$ cat src/rtl/hs4_pkg.sv
package hs4_pkg;
   typedef enum logic [1:0] {
      M_IDLE,
      M_SETTLE,
      M_REQ,
      M_RELEASE
   } mst_state_t;

   typedef enum logic {
      S_IDLE,
      S_ACK
   } slv_state_t;
endpackage

$ cat src/rtl/hs4_sync.sv
module hs4_sync #(
   parameter int STAGES = 2
) (
   input  logic clk,
   input  logic rst_n,
   input  logic d,
   output logic q
);
   generate
      if (STAGES == 1) begin : g_one
         logic r;
         always_ff @(posedge clk or negedge rst_n) begin
            if (!rst_n) r <= 1'b0;
            else        r <= d;
         end
         assign q = r;
      end else begin : g_chain
         logic [STAGES-1:0] r;
         always_ff @(posedge clk or negedge rst_n) begin
            if (!rst_n) r <= '0;
            else        r <= {r[STAGES-2:0], d};
         end
         assign q = r[STAGES-1];
      end
   endgenerate
endmodule

$ cat src/rtl/hs4_master.sv
module hs4_master
   import hs4_pkg::*;
#(
   parameter int ADDR_W      = 4,
   parameter int DATA_W      = 8,
   parameter int DECODE_CYC  = 2,
   parameter int TIMEOUT_CYC = 16
) (
   input  logic              clk,
   input  logic              rst_n,
   input  logic              cmd_valid,
   input  logic              cmd_write,
   input  logic [ADDR_W-1:0] cmd_addr,
   input  logic [DATA_W-1:0] cmd_wdata,
   output logic              busy,
   output logic              done,
   output logic              err,
   output logic [DATA_W-1:0] rd_data,
   output logic              req,
   output logic [ADDR_W-1:0] bus_addr,
   output logic              bus_we,
   output logic [DATA_W-1:0] bus_wdata,
   input  logic [DATA_W-1:0] bus_rdata,
   input  logic              ack_s
);
   localparam int DCNT_W = $clog2(DECODE_CYC + 1);
   localparam int TCNT_W = $clog2(TIMEOUT_CYC + 1);
   localparam logic [DCNT_W-1:0] DLAST = DCNT_W'(DECODE_CYC - 1);
   localparam logic [TCNT_W-1:0] TLAST = TCNT_W'(TIMEOUT_CYC - 1);

   mst_state_t        state;
   logic [DCNT_W-1:0] dcnt;
   logic [TCNT_W-1:0] tcnt;

   always_ff @(posedge clk or negedge rst_n) begin
      if (!rst_n) begin
         state     <= M_IDLE;
         dcnt      <= '0;
         tcnt      <= '0;
         done      <= 1'b0;
         err       <= 1'b0;
         rd_data   <= '0;
         bus_addr  <= '0;
         bus_we    <= 1'b0;
         bus_wdata <= '0;
      end else begin
         done <= 1'b0;
         case (state)
            M_IDLE: begin
               if (cmd_valid) begin
                  bus_addr  <= cmd_addr;
                  bus_we    <= cmd_write;
                  bus_wdata <= cmd_wdata;
                  err       <= 1'b0;
                  dcnt      <= '0;
                  state     <= M_SETTLE;
               end
            end
            M_SETTLE: begin
               if (dcnt == DLAST) begin
                  tcnt  <= '0;
                  state <= M_REQ;
               end else begin
                  dcnt <= dcnt + 1'b1;
               end
            end
            M_REQ: begin
               if (ack_s) begin
                  if (!bus_we) rd_data <= bus_rdata;
                  state <= M_RELEASE;
               end else if (tcnt == TLAST) begin
                  err   <= 1'b1;
                  done  <= 1'b1;
                  state <= M_IDLE;
               end else begin
                  tcnt <= tcnt + 1'b1;
               end
            end
            M_RELEASE: begin
               if (!ack_s) begin
                  done  <= 1'b1;
                  state <= M_IDLE;
               end
            end
            default: state <= M_IDLE;
         endcase
      end
   end

   assign busy = (state != M_IDLE);
   assign req  = (state == M_REQ);
endmodule

$ cat src/rtl/hs4_slave.sv
module hs4_slave
   import hs4_pkg::*;
#(
   parameter int ADDR_W   = 4,
   parameter int DATA_W   = 8,
   parameter int NUM_REGS = 8
) (
   input  logic              clk,
   input  logic              rst_n,
   input  logic              req_s,
   input  logic [ADDR_W-1:0] bus_addr,
   input  logic              bus_we,
   input  logic [DATA_W-1:0] bus_wdata,
   output logic              ack,
   output logic              rd_oe,
   output logic [DATA_W-1:0] rd_word
);
   localparam int IDX_W = (NUM_REGS > 1) ? $clog2(NUM_REGS) : 1;

   slv_state_t        state;
   logic [DATA_W-1:0] regs [NUM_REGS];
   logic              hit;
   logic [IDX_W-1:0]  idx;

   assign hit = (32'(bus_addr) < NUM_REGS);
   assign idx = IDX_W'(bus_addr);

   always_ff @(posedge clk or negedge rst_n) begin
      if (!rst_n) begin
         state   <= S_IDLE;
         rd_oe   <= 1'b0;
         rd_word <= '0;
         for (int i = 0; i < NUM_REGS; i++) regs[i] <= '0;
      end else begin
         case (state)
            S_IDLE: begin
               if (req_s && hit) begin
                  if (bus_we) begin
                     regs[idx] <= bus_wdata;
                  end else begin
                     rd_word <= regs[idx];
                     rd_oe   <= 1'b1;
                  end
                  state <= S_ACK;
               end
            end
            S_ACK: begin
               if (!req_s) begin
                  rd_oe <= 1'b0;
                  state <= S_IDLE;
               end
            end
            default: state <= S_IDLE;
         endcase
      end
   end

   assign ack = (state == S_ACK);
endmodule

$ cat src/rtl/hs4_bus_pair.sv
module hs4_bus_pair #(
   parameter int ADDR_W      = 4,
   parameter int DATA_W      = 8,
   parameter int NUM_REGS    = 8,
   parameter int DECODE_CYC  = 2,
   parameter int TIMEOUT_CYC = 16,
   parameter int SYNC_STAGES = 2
) (
   input  logic              clk,
   input  logic              rst_n,
   input  logic              cmd_valid,
   input  logic              cmd_write,
   input  logic [ADDR_W-1:0] cmd_addr,
   input  logic [DATA_W-1:0] cmd_wdata,
   output logic              busy,
   output logic              done,
   output logic              err,
   output logic [DATA_W-1:0] rd_data,
   output logic              bus_req,
   output logic              bus_ack
);
   generate
      if (DECODE_CYC < 1)              begin : g_bad_dec  $error("DECODE_CYC must be >= 1"); end
      if (TIMEOUT_CYC < 1)             begin : g_bad_tmo  $error("TIMEOUT_CYC must be >= 1"); end
      if (SYNC_STAGES < 1)             begin : g_bad_sync $error("SYNC_STAGES must be >= 1"); end
      if (NUM_REGS > (1 << ADDR_W))    begin : g_bad_regs $error("NUM_REGS exceeds address space"); end
   endgenerate

   logic              req_s, ack_s;
   logic [ADDR_W-1:0] m_addr;
   logic              m_we;
   logic [DATA_W-1:0] m_wdata;
   logic              s_oe;
   logic [DATA_W-1:0] s_word;
   logic [DATA_W-1:0] bus_rdata;

   assign bus_rdata = s_oe ? s_word : '0;

   hs4_master #(
      .ADDR_W(ADDR_W), .DATA_W(DATA_W),
      .DECODE_CYC(DECODE_CYC), .TIMEOUT_CYC(TIMEOUT_CYC)
   ) u_mst (
      .clk(clk), .rst_n(rst_n),
      .cmd_valid(cmd_valid), .cmd_write(cmd_write),
      .cmd_addr(cmd_addr), .cmd_wdata(cmd_wdata),
      .busy(busy), .done(done), .err(err), .rd_data(rd_data),
      .req(bus_req), .bus_addr(m_addr), .bus_we(m_we),
      .bus_wdata(m_wdata), .bus_rdata(bus_rdata), .ack_s(ack_s)
   );

   hs4_sync #(.STAGES(SYNC_STAGES)) u_req_sync (
      .clk(clk), .rst_n(rst_n), .d(bus_req), .q(req_s)
   );

   hs4_sync #(.STAGES(SYNC_STAGES)) u_ack_sync (
      .clk(clk), .rst_n(rst_n), .d(bus_ack), .q(ack_s)
   );

   hs4_slave #(
      .ADDR_W(ADDR_W), .DATA_W(DATA_W), .NUM_REGS(NUM_REGS)
   ) u_slv (
      .clk(clk), .rst_n(rst_n), .req_s(req_s),
      .bus_addr(m_addr), .bus_we(m_we), .bus_wdata(m_wdata),
      .ack(bus_ack), .rd_oe(s_oe), .rd_word(s_word)
   );
endmodule

$ cat config.mk
export PLATFORM = sky130hd
export DESIGN_NAME = hs4_bus_pair
export DESIGN_NICKNAME = d
export VERILOG_FILES = /design/src/rtl/hs4_pkg.sv /design/src/rtl/hs4_sync.sv /design/src/rtl/hs4_master.sv /design/src/rtl/hs4_slave.sv /design/src/rtl/hs4_bus_pair.sv
export SDC_FILE = /design/constraint.sdc
export NUM_CORES = 1
export LEC_CHECK = 0
export BUFFER_PORTS_ARGS = -buffer_cell sky130_fd_sc_hd__buf_2
export CAP_MARGIN = 25
export CORE_UTILIZATION = 65
export DETAILED_ROUTE_END_ITERATION = 10
export PLACE_DENSITY = 0.84
export SLEW_MARGIN = 5
export SYNTH_ARGS = -nofsm -noshare
export SYNTH_HDL_FRONTEND = slang
export SYNTH_SLANG_ARGS = --single-unit
$ cat constraint.sdc
create_clock -name clk -period 4.35 [get_ports clk]
set_input_delay 0.2175 -clock clk [delete_from_list [all_inputs] [get_ports clk]]
set_output_delay 0.2175 -clock clk [all_outputs]
set_load 0.02 [all_outputs]
---- Word-level counts from Yosys, hierarchy flattened ----
Cells that the tools add are included.
Widths: inputs -> output; s select.
word-level totals
  flip-flop bits (word level) ............. 110
  output and inout bits ................... 13
cells by class
  $add $sub $neg .......................... 2
  order comparisons ....................... 3
  eq/ne operators ......................... 16
  mux-type cells .......................... 35
  bitwise operators ....................... 3
  reductions and logical operators ........ 16
operator list
  operator             count
  $bwmux 64            1
  $mux 8               4
  $bmux 8 s3           1
  $demux 8 s3          1
  $ne 2x2->1 const B   8
  $mux 5               3
  $reduce_and 3->1     5
  $mux 2               7
  $reduce_and 4->1     3
  $mux 1               11
  $pmux 5 s2           1
  $pmux 1 s2           4
  $pmux 2 s4           1
  $reduce_bool 2->1    4
  $add 5x1->5 const B  1
  $eq 5x4->1 const B   1
  $eq 2x1->1 const B   2
  $eq 2x2->1 const B   2
  $ge 4x4->1 const B   1
  $lt 4x1->1 const B   1
  $lt 4x4->1 const B   1
  $ne 2x1->1 const B   2
  $not 3->4            1
  $pmux 2 s2           1
  other kinds (6)      8

---- Depth between registers and ports, before layout ----
  depth in word-level cells ............... 6
  depth in mapped cells ................... 7
  gate-level depth less buffers ........... 6

---- Modules after synthesis ----
A second synthesis with hierarchy kept.
unflattened totals
  cells, all modules ...................... 337
  area, all modules ....................... 4,936.0 µm²
by module, submodules not included
  module        times used  cells each  area an instance (µm²)  sequential area each (µm²)
  hs4_slave     1           223         3,409.5                 1,851.8
  hs4_master    1           102         1,376.3                 800.8
  hs4_sync      2           2           50.0                    50.0
  hs4_bus_pair  1           8           50.0                    0.0

---- Worst setup path before layout ----
No wires, ideal clock.
  path type ............................... reg-to-reg
  from .................................... register u_mst.tcnt[0]
  to ...................................... register u_mst.tcnt[3]
  arrival time ............................ 1,944 ps
  required time ........................... 4,272 ps
  slack ................................... 2,328 ps
  cell stages (with the launch flop) ...... 8
  buffers on the path ..................... 1
  path through ............................ dfrtp_1 ha_1 and3_1 ha_1 or4b_1 clkbuf_1 nor4_1 o21bai_1
between the ends
  longest elaborated chain between the ends .. 4
ends and longest elaborated chain
  what                      line              source
  start: declaration        hs4_master.sv:33  logic [TCNT_W-1:0] tcnt;
  start signal: assignment  hs4_master.sv:76  tcnt <= tcnt + 1'b1;
  $add 5x1->5               hs4_master.sv:76
  $mux 5                    hs4_master.sv:71  end else if (tcnt == TLAST) begin
  $mux 5                    hs4_master.sv:68  if (ack_s) begin
  $pmux 5 s2                hs4_master.sv:48  case (state)
Parallel ways exist; a longest one is shown, timed or not. The select of a mux whose other input is x is not followed.
A chain may end at the register's enable or synchronous reset.

---- Worst setup path after layout ----
  from .................................... register u_slv.state (netlist: u_slv.ack)
  to ...................................... register u_slv.regs[37] (netlist name)
between the ends
  longest elaborated chain between the ends .. 2
ends and longest elaborated chain
  what                            line             source
  start: declaration              hs4_slave.sv:20  slv_state_t state;
  start signal: assignment        hs4_slave.sv:30  state <= S_IDLE;
  start signal: assignment        hs4_slave.sv:44  state <= S_ACK;
  start signal: assignment        hs4_slave.sv:50  state <= S_IDLE;
  $not 1->1 (no line)             n/a
  $reduce_and 3->1 (no line)      n/a
  end signal: indexed assignment  hs4_slave.sv:39  regs[idx] <= bus_wdata;
  end: declaration                hs4_slave.sv:21  logic [DATA_W-1:0] regs [NUM_REGS];
Every way passes these cells.

==> flow_summary.ini <==
[global_routing]
grt.overflow.total = 0
grt_max_degree = 71
grt_pass1_vias = 2932
antenna_found_initial = 0
grt_pass1_wl_mm = 14.92
groute.usage.overall_pct = 25.96

[flow_run]
maxCapViolCount = 0

[pwr]
power_density_nw_per_um2 = 686.3
leakage_nw = 2.525
max-vdd-ir-drop_mv = 0.4779
finalPower_mw = 3.694

[logic_synthesis]
synth_top_cell_by_area = dfrtp_1
synth_area_leaders = dfrtp_1 (55%), mux2_2 (17%), mux4_2 (4.5%)
syn_inst = 366
syn_avg_cell_area_sq_um = 13.59
syn_nets = 385
synth_ff_type = dfrtp_1
synthesis.area_sq_um = 4972
synthDistinctLibCells = 44
async_reset_ff_share_pct = 100.0
yosysTopAreaCellShare_pct = 55.36
synth_edf_count = 0
ys_ff_latch = 110
ys.warnings.count = 0
synth_seq_area_share_pct = 55.36

[layout]
syn2layout_area_growth_pct = 8.254
final_util_pct = 73.43
final_layout_size_suffix_gt1_share_pct = 36.80
layout.cells.most_common_list = dfrtp_1 (109), mux2_2 (77), nand2_1 (29)
final_common_cell = dfrtp_1
antenna_cells = 0
final_net_count = 408

[setup_path]
cp_num_buf_inv = 0
cp_data_required_time_ps = 4600
crit_family = simple AND/OR/NAND/NOR gates
r2r_slack_ps = 2120
reg2reg_depth = 3
r2r_end = u_slv.regs[37]$_DFFE_PN0P_
crit_path_max_incr_delay_ps = 920
slowest_stage = nor4bb_2
path_cells = nor4bb_2 -> nand4b_4 -> mux2_2
critPathLaunchType = register
worstSetupEndpointType = register
path_max_fanout = 8
critPathArrivalTime_ps = 2480
setup.worst_path.class = register to register
r2r-start = u_slv.ack$_DFF_PN0_

[timing]
setup_tns_ps = 0
worst_pin_slew_ps = 1017
finalClockSkew_ps = 11.03
slew_headroom_pct = 31.20
fin_crit_ps = 2230
rsz0062_at_grt = no
slew_violations = 0
fin_hold_ws_ps = 74.13
setup_viol = 0
period_share_pct = 51.27
max_freq_mhz = 448.3
hold_viol_final = 0

[hold_path]
hold_class = input port to register
min-delay-start = cmd_wdata[1]
hold_end = u_mst.bus_wdata[1]$_DFFE_PN0P_
hold_depth = 2

[floorplan]
die_width_microns = 89.46
boundaryPins = 29
core_area_sq_um = 7331
die_h_microns = 89.46
fp.dieArea_sq_um = 8003
initial_utilization_pct = 67.83
num_rows = 31

[cts]
cts_max_path_buffers = 2
htree_levels = 3
cts_made_buffers = 9
clock_latency_ps = 370
cts_tree = done
cts_resized = 0
clock-sinks = 110
clock-root-buffer = clkbuf_8
clkTransAtPathRegs_ps = 100

[run_status]
status = completed

[routing]
drtPass1Iterations = 4
drc = 0
ant_nets = 0
viasPerCell = 6.004
vias = 2960
routedWlPerCell_microns = 18.55
drtIter0Drc = 193
wl_mm = 9.143

[placement]
routabilityCongestion = 0.7671
post-dp-hpwl_mm = 6.065
io_buffer_count = 28
==> cell usage after synthesis (2+ instances only) <==
master and number:
inv_1 7, nand2b_1 11, nand4b_4 2, dfrtp_1 110, a21boi_0 2, clkbuf_1 6, o22a_1 4, buf_2 7
mux2i_1 13, or3b_2 2, mux4_2 10, nand3_1 6, ha_1 3, a31oi_1 5, nor3_1 3, nand4_1 2
o21ai_0 14, nand2_1 29, and3_1 2, buf_4 5, a21oi_1 9, nor2_1 12, nor3_4 4, nand4bb_1 2
mux2_2 77
==> cell type report <==
type / instances / area (sq um)
repair buffers: 32 / 187.7
well taps: 99 / 123.9
multi-input cells: 229 / 2090
clock inverters: 4 / 56.30
fillers: 495 / 1948
clock buffers: 12 / 145.1
inverters: 7 / 26.28
flip-flops and latches: 110 / 2754
==> power breakdown <==
group          internal, mW  switching [mW]  leakage (nW)  total (mW)
registers              1.45           0.429          1.45        1.88
clock network         0.286           0.330         0.101       0.616
logic                 0.632           0.567         0.973        1.20
total                  2.37            1.33          2.53        3.69
==> cells by family (layout without fill, tap and decap cells) <==
| kind of cell | Yosys count | after routing | synth area share [%] |
|---|---|---|---|
| simple gates | 86 | 86 | 11.50 |
| buf+inv | 27 | 55 | 2.743 |
| flops | 110 | 110 | 55.36 |
| mux | 101 | 101 | 24.81 |
| fa+ha+maj | 3 | 3 | 0.7550 |
| compound gates | 39 | 39 | 4.831 |
==> worst register-to-register path: cells and delay by family (launching register included) <==
family / cells / cell delay (ps)
and+or+nand+nor: 2 / 1270
DFF: 1 / 470
muxes: 1 / 370
==> how the worst max path moves through the flow <==
stage | cells past startpoint | end | start | slack [ps]
after floorplan | 7 | u_mst.tcnt[3]$_DFFE_PN0P_ | u_mst.tcnt[0]$_DFFE_PN0P_ | 2330
after global placement | 3 | u_slv.regs[33]$_DFFE_PN0P_ | u_slv.ack$_DFF_PN0_ | 2160
after detailed placement | 3 | u_slv.regs[50]$_DFFE_PN0P_ | u_slv.ack$_DFF_PN0_ | 2130
after CTS | 3 | u_slv.regs[23]$_DFFE_PN0P_ | u_slv.ack$_DFF_PN0_ | 2100
after global routing | 3 | u_slv.regs[36]$_DFFE_PN0P_ | u_slv.ack$_DFF_PN0_ | 1990
final | 3 | u_slv.regs[37]$_DFFE_PN0P_ | u_slv.ack$_DFF_PN0_ | 2120
==> timing repair <==
item / CTS / global route
hold buffers: 1 / 0
endpoints found under the hold margin: 37 / 0
setup buffers: 0 / 0
==> layer usage <==
metal | track usage, % | vias to the layer above | share of wire, %
li1 | - | 1375 | -
met1 | 34.82 | 1530 | 46
met2 | 43.37 | 46 | 51
met3 | 4.709 | 9 | 2.3
met4 | 8.369 | 0 | 1.0
met5 | 0 | - | 0
==> stage by stage <==
| stage | instance area (sq um) | worst slack (ps) | cells |
|---|---|---|---|
| after floorplan | 4972 | 2328 | 366 |
| after global placement | 5151 | 2160 | 475 |
| after detailed placement | 5151 | 2135 | 475 |
| after CTS | 5363 | 2098 | 492 |
| after global routing | 5383 | 1990 | 493 |
| final | 5383 | 2120 | 493 |
==> state kept, by name, indices dropped and copies added (netlist names), 2 cells and up <==
| name | cells |
|---|---|
| u_mst.dcnt | 2 |
| u_mst.bus_addr | 4 |
| u_mst.bus_wdata | 8 |
| u_mst.state | 2 |
| u_mst.rd_data | 8 |
| u_mst.tcnt | 5 |
| u_ack_sync.g_chain.r | 2 |
| u_slv.rd_word | 8 |
| u_slv.regs | 64 |
| u_req_sync.g_chain.r | 2 |
Power figures use the tool's default switching activity.
